**config.mk**
```make
export PLATFORM = sky130hd
export DESIGN_NAME = sldwin_top
export DESIGN_NICKNAME = d
export VERILOG_FILES = /design/src/rtl/sldwin_pkg.sv /design/src/rtl/sldwin_rowmem.sv /design/src/rtl/sldwin_ingest.sv /design/src/rtl/sldwin_seq.sv /design/src/rtl/sldwin_top.sv
export SDC_FILE = /design/constraint.sdc
export NUM_CORES = 2
export LEC_CHECK = 0
export CORE_MARGIN = 1
export CORE_UTILIZATION = 55
export CTS_CLUSTER_SIZE = 40
export DETAILED_ROUTE_END_ITERATION = 6
export DONT_BUFFER_PORTS = 1
export PLACE_DENSITY_LB_ADDON = 0.05
export SYNTH_ARGS = -nofsm -noshare
export SYNTH_HDL_FRONTEND = slang
export SYNTH_SLANG_ARGS = --single-unit
export TNS_END_PERCENT = 10
```
**constraint.sdc**
```tcl
create_clock -name clk -period 5.55 [get_ports clk]
set_clock_uncertainty 0.05 [all_clocks]
set_input_delay 0.8325 -clock clk [delete_from_list [all_inputs] [get_ports clk]]
set_output_delay 0.8325 -clock clk [all_outputs]
set_load 0.05 [all_outputs]
```
**src/rtl/sldwin_pkg.sv**
```systemverilog
package sldwin_pkg;
  localparam int NROW = 3;
  localparam int NCOL = 3;
  localparam int NSLOT = NROW * NCOL;

  typedef enum logic [2:0] {
    RD_WAIT,
    RD_PRIME,
    RD_ISSUE,
    RD_LOAD,
    RD_SHOW
  } rd_state_t;

  // Row bank index advanced by k, modulo the three row stores.
  function automatic logic [1:0] bank_step(input logic [1:0] b, input logic [1:0] k);
    logic [2:0] t;
    t = {1'b0, b} + {1'b0, k};
    return (t >= 3'd3) ? 2'(t - 3'd3) : t[1:0];
  endfunction

  // Index of a window slot inside the packed window.
  function automatic int slot_of(input int r, input int k);
    return r * NCOL + k;
  endfunction
endpackage

```
**src/rtl/sldwin_rowmem.sv**
```systemverilog
module sldwin_rowmem #(
  parameter int DW = 8,
  parameter int DEPTH = 8,
  localparam int AW = (DEPTH > 1) ? $clog2(DEPTH) : 1
) (
  input  logic          clk,
  input  logic          we,
  input  logic [AW-1:0] waddr,
  input  logic [DW-1:0] wdata,
  input  logic [AW-1:0] raddr,
  output logic [DW-1:0] rdata
);
  logic [DW-1:0] mem [DEPTH];

  always_ff @(posedge clk) begin
    if (we) mem[waddr] <= wdata;
    rdata <= mem[raddr];
  end
endmodule

```
**src/rtl/sldwin_ingest.sv**
```systemverilog
module sldwin_ingest #(
  parameter int CW = 8,
  parameter int MAX_W = 64,
  parameter int MAX_H = 64,
  localparam int WW = $clog2(MAX_W + 1),
  localparam int HW = $clog2(MAX_H + 1),
  localparam int AW = (MAX_W > 2) ? $clog2(MAX_W / 2) : 1
) (
  input  logic          clk,
  input  logic          rst_n,
  input  logic          in_valid,
  input  logic [CW-1:0] in_data,
  input  logic [WW-1:0] frame_w,
  input  logic [HW-1:0] frame_h,
  input  logic [HW-1:0] top_row,
  input  logic          restart,
  output logic          in_ready,
  output logic [HW-1:0] wr_row,
  output logic          wr_fire,
  output logic [1:0]    wr_bank,
  output logic          wr_par,
  output logic [AW-1:0] wr_addr,
  output logic [CW-1:0] wr_data
);
  import sldwin_pkg::*;

  logic [WW-1:0] wcol;
  logic [HW-1:0] wrow;
  logic [1:0]    wbank;
  logic [HW:0]   row_limit;
  logic          row_end;

  // Highest row that may be written while the strip at top_row is open.
  assign row_limit = {1'b0, top_row} + (HW + 1)'(2);
  assign in_ready  = (wrow < frame_h) && ({1'b0, wrow} <= row_limit);
  assign wr_fire   = in_valid && in_ready;
  assign row_end   = (wcol == WW'(frame_w - 1'b1));

  assign wr_row  = wrow;
  assign wr_bank = wbank;
  assign wr_par  = wcol[0];
  assign wr_addr = wcol[AW:1];
  assign wr_data = in_data;

  always_ff @(posedge clk) begin
    if (!rst_n || restart) begin
      wcol  <= '0;
      wrow  <= '0;
      wbank <= 2'd0;
    end else if (wr_fire) begin
      if (row_end) begin
        wcol  <= '0;
        wrow  <= wrow + 1'b1;
        wbank <= bank_step(wbank, 2'd1);
      end else begin
        wcol <= wcol + 1'b1;
      end
    end
  end
endmodule

```
**src/rtl/sldwin_seq.sv**
```systemverilog
module sldwin_seq #(
  parameter int CW = 8,
  parameter int MAX_W = 64,
  parameter int MAX_H = 64,
  localparam int WW = $clog2(MAX_W + 1),
  localparam int HW = $clog2(MAX_H + 1),
  localparam int AW = (MAX_W > 2) ? $clog2(MAX_W / 2) : 1
) (
  input  logic                 clk,
  input  logic                 rst_n,
  input  logic [WW-1:0]        frame_w,
  input  logic [HW-1:0]        frame_h,
  input  logic [HW-1:0]        wr_row,
  input  logic [2:0][CW-1:0]   rd_even,
  input  logic [2:0][CW-1:0]   rd_odd,
  output logic [AW-1:0]        raddr_even,
  output logic [AW-1:0]        raddr_odd,
  input  logic                 out_ready,
  output logic                 out_valid,
  output logic [8:0][CW-1:0]   win,
  output logic                 row_odd,
  output logic                 col_odd,
  output logic                 sof,
  output logic                 eof,
  output logic [HW-1:0]        top_row,
  output logic                 restart
);
  import sldwin_pkg::*;

  rd_state_t             st;
  logic [HW-1:0]         top_q;
  logic [WW-1:0]         grp;
  logic [1:0]            tb;
  logic [2:0][CW-1:0]    rcol;
  logic [8:0][CW-1:0]    win_q;
  logic [2:0][1:0]       sel_bank;
  logic [2:0][CW-1:0]    even_row;
  logic [2:0][CW-1:0]    odd_row;
  logic                  last_strip;
  logic                  last_grp;
  logic                  rows_ok;
  logic                  take;

  assign last_strip = (({1'b0, top_q} + (HW + 1)'(2)) == {1'b0, frame_h});
  assign last_grp   = (({1'b0, grp} + (WW + 1)'(1)) == {1'b0, frame_w >> 1});
  assign rows_ok    = last_strip ? (wr_row == frame_h)
                                 : ({1'b0, wr_row} > ({1'b0, top_q} + (HW + 1)'(2)));

  // Window row r reads bank tb+r; on the last strip the bottom row repeats the middle one.
  always_comb begin
    for (int r = 0; r < NROW; r++) begin
      if (r == 2 && last_strip) sel_bank[r] = bank_step(tb, 2'd1);
      else                      sel_bank[r] = bank_step(tb, 2'(r));
      even_row[r] = rd_even[sel_bank[r]];
      odd_row[r]  = rd_odd[sel_bank[r]];
    end
  end

  assign raddr_odd  = grp[AW-1:0];
  assign raddr_even = (st == RD_ISSUE) ? AW'(grp + 1'b1) : '0;

  assign take      = (st == RD_SHOW) && out_ready;
  assign out_valid = (st == RD_SHOW);
  assign win       = win_q;
  assign row_odd   = top_q[1];
  assign col_odd   = grp[0];
  assign sof       = out_valid && (top_q == '0) && (grp == '0);
  assign eof       = out_valid && last_strip && last_grp;
  assign top_row   = top_q;
  assign restart   = take && last_strip && last_grp;

  always_ff @(posedge clk) begin
    if (!rst_n) begin
      st    <= RD_WAIT;
      top_q <= '0;
      grp   <= '0;
      tb    <= 2'd0;
      rcol  <= '0;
      win_q <= '0;
    end else begin
      case (st)
        RD_WAIT:  if (rows_ok) st <= RD_PRIME;
        RD_PRIME: begin
          for (int r = 0; r < NROW; r++) rcol[r] <= even_row[r];
          st <= RD_ISSUE;
        end
        RD_ISSUE: st <= RD_LOAD;
        RD_LOAD: begin
          for (int r = 0; r < NROW; r++) begin
            win_q[slot_of(r, 0)] <= rcol[r];
            win_q[slot_of(r, 1)] <= odd_row[r];
            win_q[slot_of(r, 2)] <= last_grp ? odd_row[r] : even_row[r];
            rcol[r]              <= last_grp ? odd_row[r] : even_row[r];
          end
          st <= RD_SHOW;
        end
        RD_SHOW: if (out_ready) begin
          if (!last_grp) begin
            grp <= grp + 1'b1;
            st  <= RD_ISSUE;
          end else if (last_strip) begin
            grp   <= '0;
            top_q <= '0;
            tb    <= 2'd0;
            st    <= RD_WAIT;
          end else begin
            grp   <= '0;
            top_q <= top_q + HW'(2);
            tb    <= bank_step(tb, 2'd2);
            st    <= RD_WAIT;
          end
        end
        default: st <= RD_WAIT;
      endcase
    end
  end
endmodule

```
**src/rtl/sldwin_top.sv**
```systemverilog
module sldwin_top #(
  parameter int CW = 8,
  parameter int MAX_W = 64,
  parameter int MAX_H = 64,
  localparam int WW = $clog2(MAX_W + 1),
  localparam int HW = $clog2(MAX_H + 1),
  localparam int AW = (MAX_W > 2) ? $clog2(MAX_W / 2) : 1,
  localparam int DEPTH = MAX_W / 2
) (
  input  logic            clk,
  input  logic            rst_n,
  input  logic [WW-1:0]   frame_w,
  input  logic [HW-1:0]   frame_h,
  input  logic            in_valid,
  output logic            in_ready,
  input  logic [CW-1:0]   in_data,
  output logic            out_valid,
  input  logic            out_ready,
  output logic [9*CW-1:0] win_data,
  output logic            win_row_odd,
  output logic            win_col_odd,
  output logic            win_sof,
  output logic            win_eof
);
  logic [HW-1:0]       wr_row;
  logic [HW-1:0]       top_row;
  logic                restart;
  logic                wr_fire;
  logic [1:0]          wr_bank;
  logic                wr_par;
  logic [AW-1:0]       wr_addr;
  logic [CW-1:0]       wr_data;
  logic [AW-1:0]       raddr_even;
  logic [AW-1:0]       raddr_odd;
  logic [2:0][CW-1:0]  rd_even;
  logic [2:0][CW-1:0]  rd_odd;
  logic [8:0][CW-1:0]  win;

  sldwin_ingest #(.CW(CW), .MAX_W(MAX_W), .MAX_H(MAX_H)) u_ingest (
    .clk(clk), .rst_n(rst_n), .in_valid(in_valid), .in_data(in_data),
    .frame_w(frame_w), .frame_h(frame_h), .top_row(top_row), .restart(restart),
    .in_ready(in_ready), .wr_row(wr_row), .wr_fire(wr_fire), .wr_bank(wr_bank),
    .wr_par(wr_par), .wr_addr(wr_addr), .wr_data(wr_data)
  );

  // One store per row bank and column parity: the odd and even columns of a step are read together.
  for (genvar b = 0; b < 3; b++) begin : g_bank
    for (genvar p = 0; p < 2; p++) begin : g_par
      logic [CW-1:0] q;
      sldwin_rowmem #(.DW(CW), .DEPTH(DEPTH)) u_mem (
        .clk(clk),
        .we(wr_fire && (wr_bank == 2'(b)) && (wr_par == 1'(p))),
        .waddr(wr_addr), .wdata(wr_data),
        .raddr((p == 1) ? raddr_odd : raddr_even),
        .rdata(q)
      );
      if (p == 1) begin : g_o
        assign rd_odd[b] = q;
      end else begin : g_e
        assign rd_even[b] = q;
      end
    end
  end

  sldwin_seq #(.CW(CW), .MAX_W(MAX_W), .MAX_H(MAX_H)) u_seq (
    .clk(clk), .rst_n(rst_n), .frame_w(frame_w), .frame_h(frame_h), .wr_row(wr_row),
    .rd_even(rd_even), .rd_odd(rd_odd), .raddr_even(raddr_even), .raddr_odd(raddr_odd),
    .out_ready(out_ready), .out_valid(out_valid), .win(win), .row_odd(win_row_odd),
    .col_odd(win_col_odd), .sof(win_sof), .eof(win_eof), .top_row(top_row),
    .restart(restart)
  );

  assign win_data = win;
endmodule

```
==> out/qor.txt <==
==========================================================================================
Cell internal power dissipation .............................................     20.80 mW
Post-layout instance area ...................................................    75400 µm²
Count of maximum capacitance violations .....................................            0
RSZ-0062 raised after global routing ........................................        false
Adder and majority cell fraction of the synthesized area ....................      0.3854%
Worst setup path category ...................................................      reg2out
RD Place Congestion .........................................................       0.8931
Cells along the critical path ............................................... ha_1, and3_2, nand4_1, a211oi_1, or3b_4, nor3_2, buf_4
Final worst path period share ...............................................       83.12%
Max Clock Freq ..............................................................    216.8 MHz
Sequential share of power ...................................................        54.6%
Share of cell area taken by muxes after synthesis ...........................       11.44%
Peak supply drop ............................................................    0.3706 mV
Final hold violation count ..................................................            0
Post-Synthesis Net Count ....................................................         4218
Post-layout util ............................................................       61.62%
Highest-count cells in the layout ignoring fill and taps .................... edfxtp_1 (1536), nand2_1 (358), nor2_1 (288), mux4_2 (269), a21oi_1 (191)
Post-Place Cell Area ........................................................    69780 µm²
Combined global-route utilization of all metal layers .......................       30.10%
Clock sink total ............................................................         1714
Global-route wire length before repair ......................................    269700 µm
Worst-Skew Late Latency .....................................................      0.81 ns
Clock root buffer master ....................................................    clkbuf_16
Final slew viol count .......................................................            0
Endpoint class of the critical path .........................................  output port
Buffers inserted during post-CTS setup optimization .........................            0
Layout cell share with drive strength beyond 1 ..............................       15.78%
Maximum clock path buffer count .............................................            3
Pin slew with the least headroom to its limit ...............................     1.182 ns
Drt total wl ................................................................    187400 µm
Cell type of the slowest stage on the worst timing path .....................      dfxtp_4
Final Critical Period .......................................................     4.613 ns
Total clock buffers created by CTS ..........................................          170
Part of the power in combinational logic ....................................         0.6%
Mapped cell area ............................................................    68180 µm²
Overflow left after global routing ..........................................            0
Net total in the final layout ...............................................         4167
Pin count of the biggest net entering global routing ........................          193
Count of flip-flops with a built-in enable after synthesis ..................         1536
Data required, critical path ................................................      4.67 ns
Critical Path Start Type ....................................................         flop
Syn_area_per_cell ...........................................................    16.35 µm²
Average vias per placed instance ............................................        6.538
Outcome ..................................................................... finished clean
Largest fanout on the critical path .........................................           34
Switching Fraction ..........................................................       19.22%
Number of standard-cell rows in the floorplan ...............................          128
Simple-gate share of the synthesized area ...................................       6.197%
CTS tree ....................................................................        built
Static leakage ..............................................................     23.44 nW
Initial antenna violation count .............................................            6
Hold buffers post-CTS .......................................................            0
Via count of the first global-routing pass ..................................        37140
Dominant combinational cell family by area after synthesis .................. multiplexers
Number of setup violations in the final report ..............................            0
Top FF cell, synth ..........................................................     edfxtp_1
Count of buffers inserted at the top-level ports ............................            0
Crit path buffers/inverters .................................................            1
Clock group share of total power ............................................        44.8%
Placeable core region .......................................................   122400 µm²
Area growth, synth to finish ................................................       10.59%
Seq/Total Area, Yosys .......................................................       72.88%
Die outline height ..........................................................     354.1 µm
PwrDens ..................................................................... 341.5 nW/µm²
Net switching power figure ..................................................     4.950 mW
Clock edge transition at the registers on the reported setup and hold paths .      0.06 ns
DR iter-0 viols .............................................................         5037
Headroom to the max-slew limit ..............................................       21.00%
Overall power of the completed layout .......................................     25.75 mW
Number of distinct standard cells referenced by the synthesized netlist .....           65
Type of the tightest min-delay check ........................................       in2reg
Number of primary I/O pins ..................................................          104
Effective utilization at floorplan ..........................................       55.72%
TritonRoute pass-1 iters ....................................................            5
Vias after detailed routing .................................................        38530
Syn. warnings ...............................................................            0
Total Die Area ..............................................................   125400 µm²
Die Wd ......................................................................     354.1 µm
Share of async-settable or async-resettable flops after synthesis ...........           0%
Cell family with the largest share of critical-path delay ................... simple AND/OR/NAND/NOR gates
Flop and latch count out of synthesis .......................................         1714
Post-route ant nets .........................................................            0
Wire length per cell after detailed routing .................................     31.80 µm
CP Data Arrival Time ........................................................      3.73 ns
Post-CTS Resized ............................................................            0
Post-Synthesis Cells ........................................................         4171
Place WS ....................................................................     1.295 ns
CTS H-Tree Depth ............................................................            4
DRC viols ...................................................................            0
Synthesized-area fraction occupied by xor and xnor cells ....................      0.4625%
Commonest non-fill, non-tap cell in the layout ..............................     edfxtp_1
Complex-gate fraction of the synthesized area ...............................       6.755%
Crit path largest cell delay ................................................      0.65 ns
Post-DP HPWL ................................................................    111200 µm
Setup ws final ..............................................................    0.9371 ns
Setup TNS after final layout ................................................         0 ns
==========================================================================================
-- cell usage after synthesis, types with 22 or more instances --
cell      number  area share (%)
edfxtp_1    1536              68
nand2_1      360             2.0
nor2_1       291             1.6
mux4_2       269             8.9
clkbuf_1     196             1.1
a21oi_1      191             1.4
dfxtp_1      178             5.2
mux2i_1      128             1.9
a211oi_1     108             1.2
o21ai_0      101            0.74
nand3_1       97            0.71
a31oi_1       87            0.80
nor2b_1       86            0.79
o221ai_1      77            0.99
buf_2         50            0.37
buf_1         48            0.26
mux2_2        41            0.68
nor3_1        33            0.24
a221oi_1      29            0.37
inv_1         23            0.13
a311oi_1      22            0.28
-- logic make-up (layout without fill, tap and decap cells) --
family	count (synthesis)	after routing
and+or+nand+nor	951	951
muxes	438	438
other	0	4
buffers and inverters	321	414
adders and majority gates	21	21
DFF	1714	1714
xor gates and xnor gates	28	28
AOI/OAI and AO/OA	698	698
-- per-layer routing --
metal	share of wire [%]	GRT usage [%]
met3	9.9	7.345
met1	42	44.67
met2	45	44.21
met4	3.1	9.491
met5	0.0069	0
-- state kept, by name, summed over array words and instances (netlist names), 3 cells and up --
| register | flops |
|---|---|
| u_seq.top_row | 6 |
| u_seq.grp | 7 |
| u_seq.win | 72 |
| u_seq.rcol | 24 |
| u_seq.st | 3 |
| u_ingest.wr_row | 7 |
| u_ingest.wcol | 7 |
| g_bank.g_par.u_mem.mem | 1536 |
| g_bank.g_par.u_mem.rdata | 48 |
-- layout make-up --
cell class                 instances  area, µm²
antenna                            4      10.01
clock buffer                     226       4733
clock inverter                    90      875.8
fill                            8905      46960
inverter                          24      90.09
multi-input combinational       2136      17300
sequential                      1714      49700
tap                             1625       2033
timing repair buffer              74      655.6
-- path summary, 6_finish.rpt --
| check | start | endpoint | slack (ns) | cells past startpoint |
|---|---|---|---|---|
| min | in_data[0] | g_bank[1].g_par[0].u_mem.mem[4][0] | 0.11 | 0 |
| max reg2reg | u_seq.top_row[2] | g_bank[0].g_par[1].u_mem.mem[3][3] | 1.26 | 10 |
| max | u_seq.grp[1] | win_eof | 0.94 | 7 |
| min reg2reg | u_seq.rcol[0] | u_seq.rcol[0] | 0.40 | 2 |
-- power groups by stage --
stage | clock (mW) | sequential [mW] | combinational (mW)
2_1_floorplan | 0 | 14.3 | 0.100
3_3_place_gp | 0 | 14.3 | 0.147
3_5_place_dp | 0 | 14.3 | 0.147
4_1_cts | 11.6 | 14.1 | 0.147
5_1_grt | 12.1 | 14.1 | 0.159
6_report | 11.5 | 14.1 | 0.150
-- metrics by stage --
stage                     hold slack (ns)  cells
final                              0.1055   5893
after global routing              0.06257   5889
after CTS                         0.05086   5889
after detailed placement           0.3966   5573
after global placement             0.3911   5573
after floorplan                    0.3822   4171
Note: power is estimated with default switching activity, not from simulation.
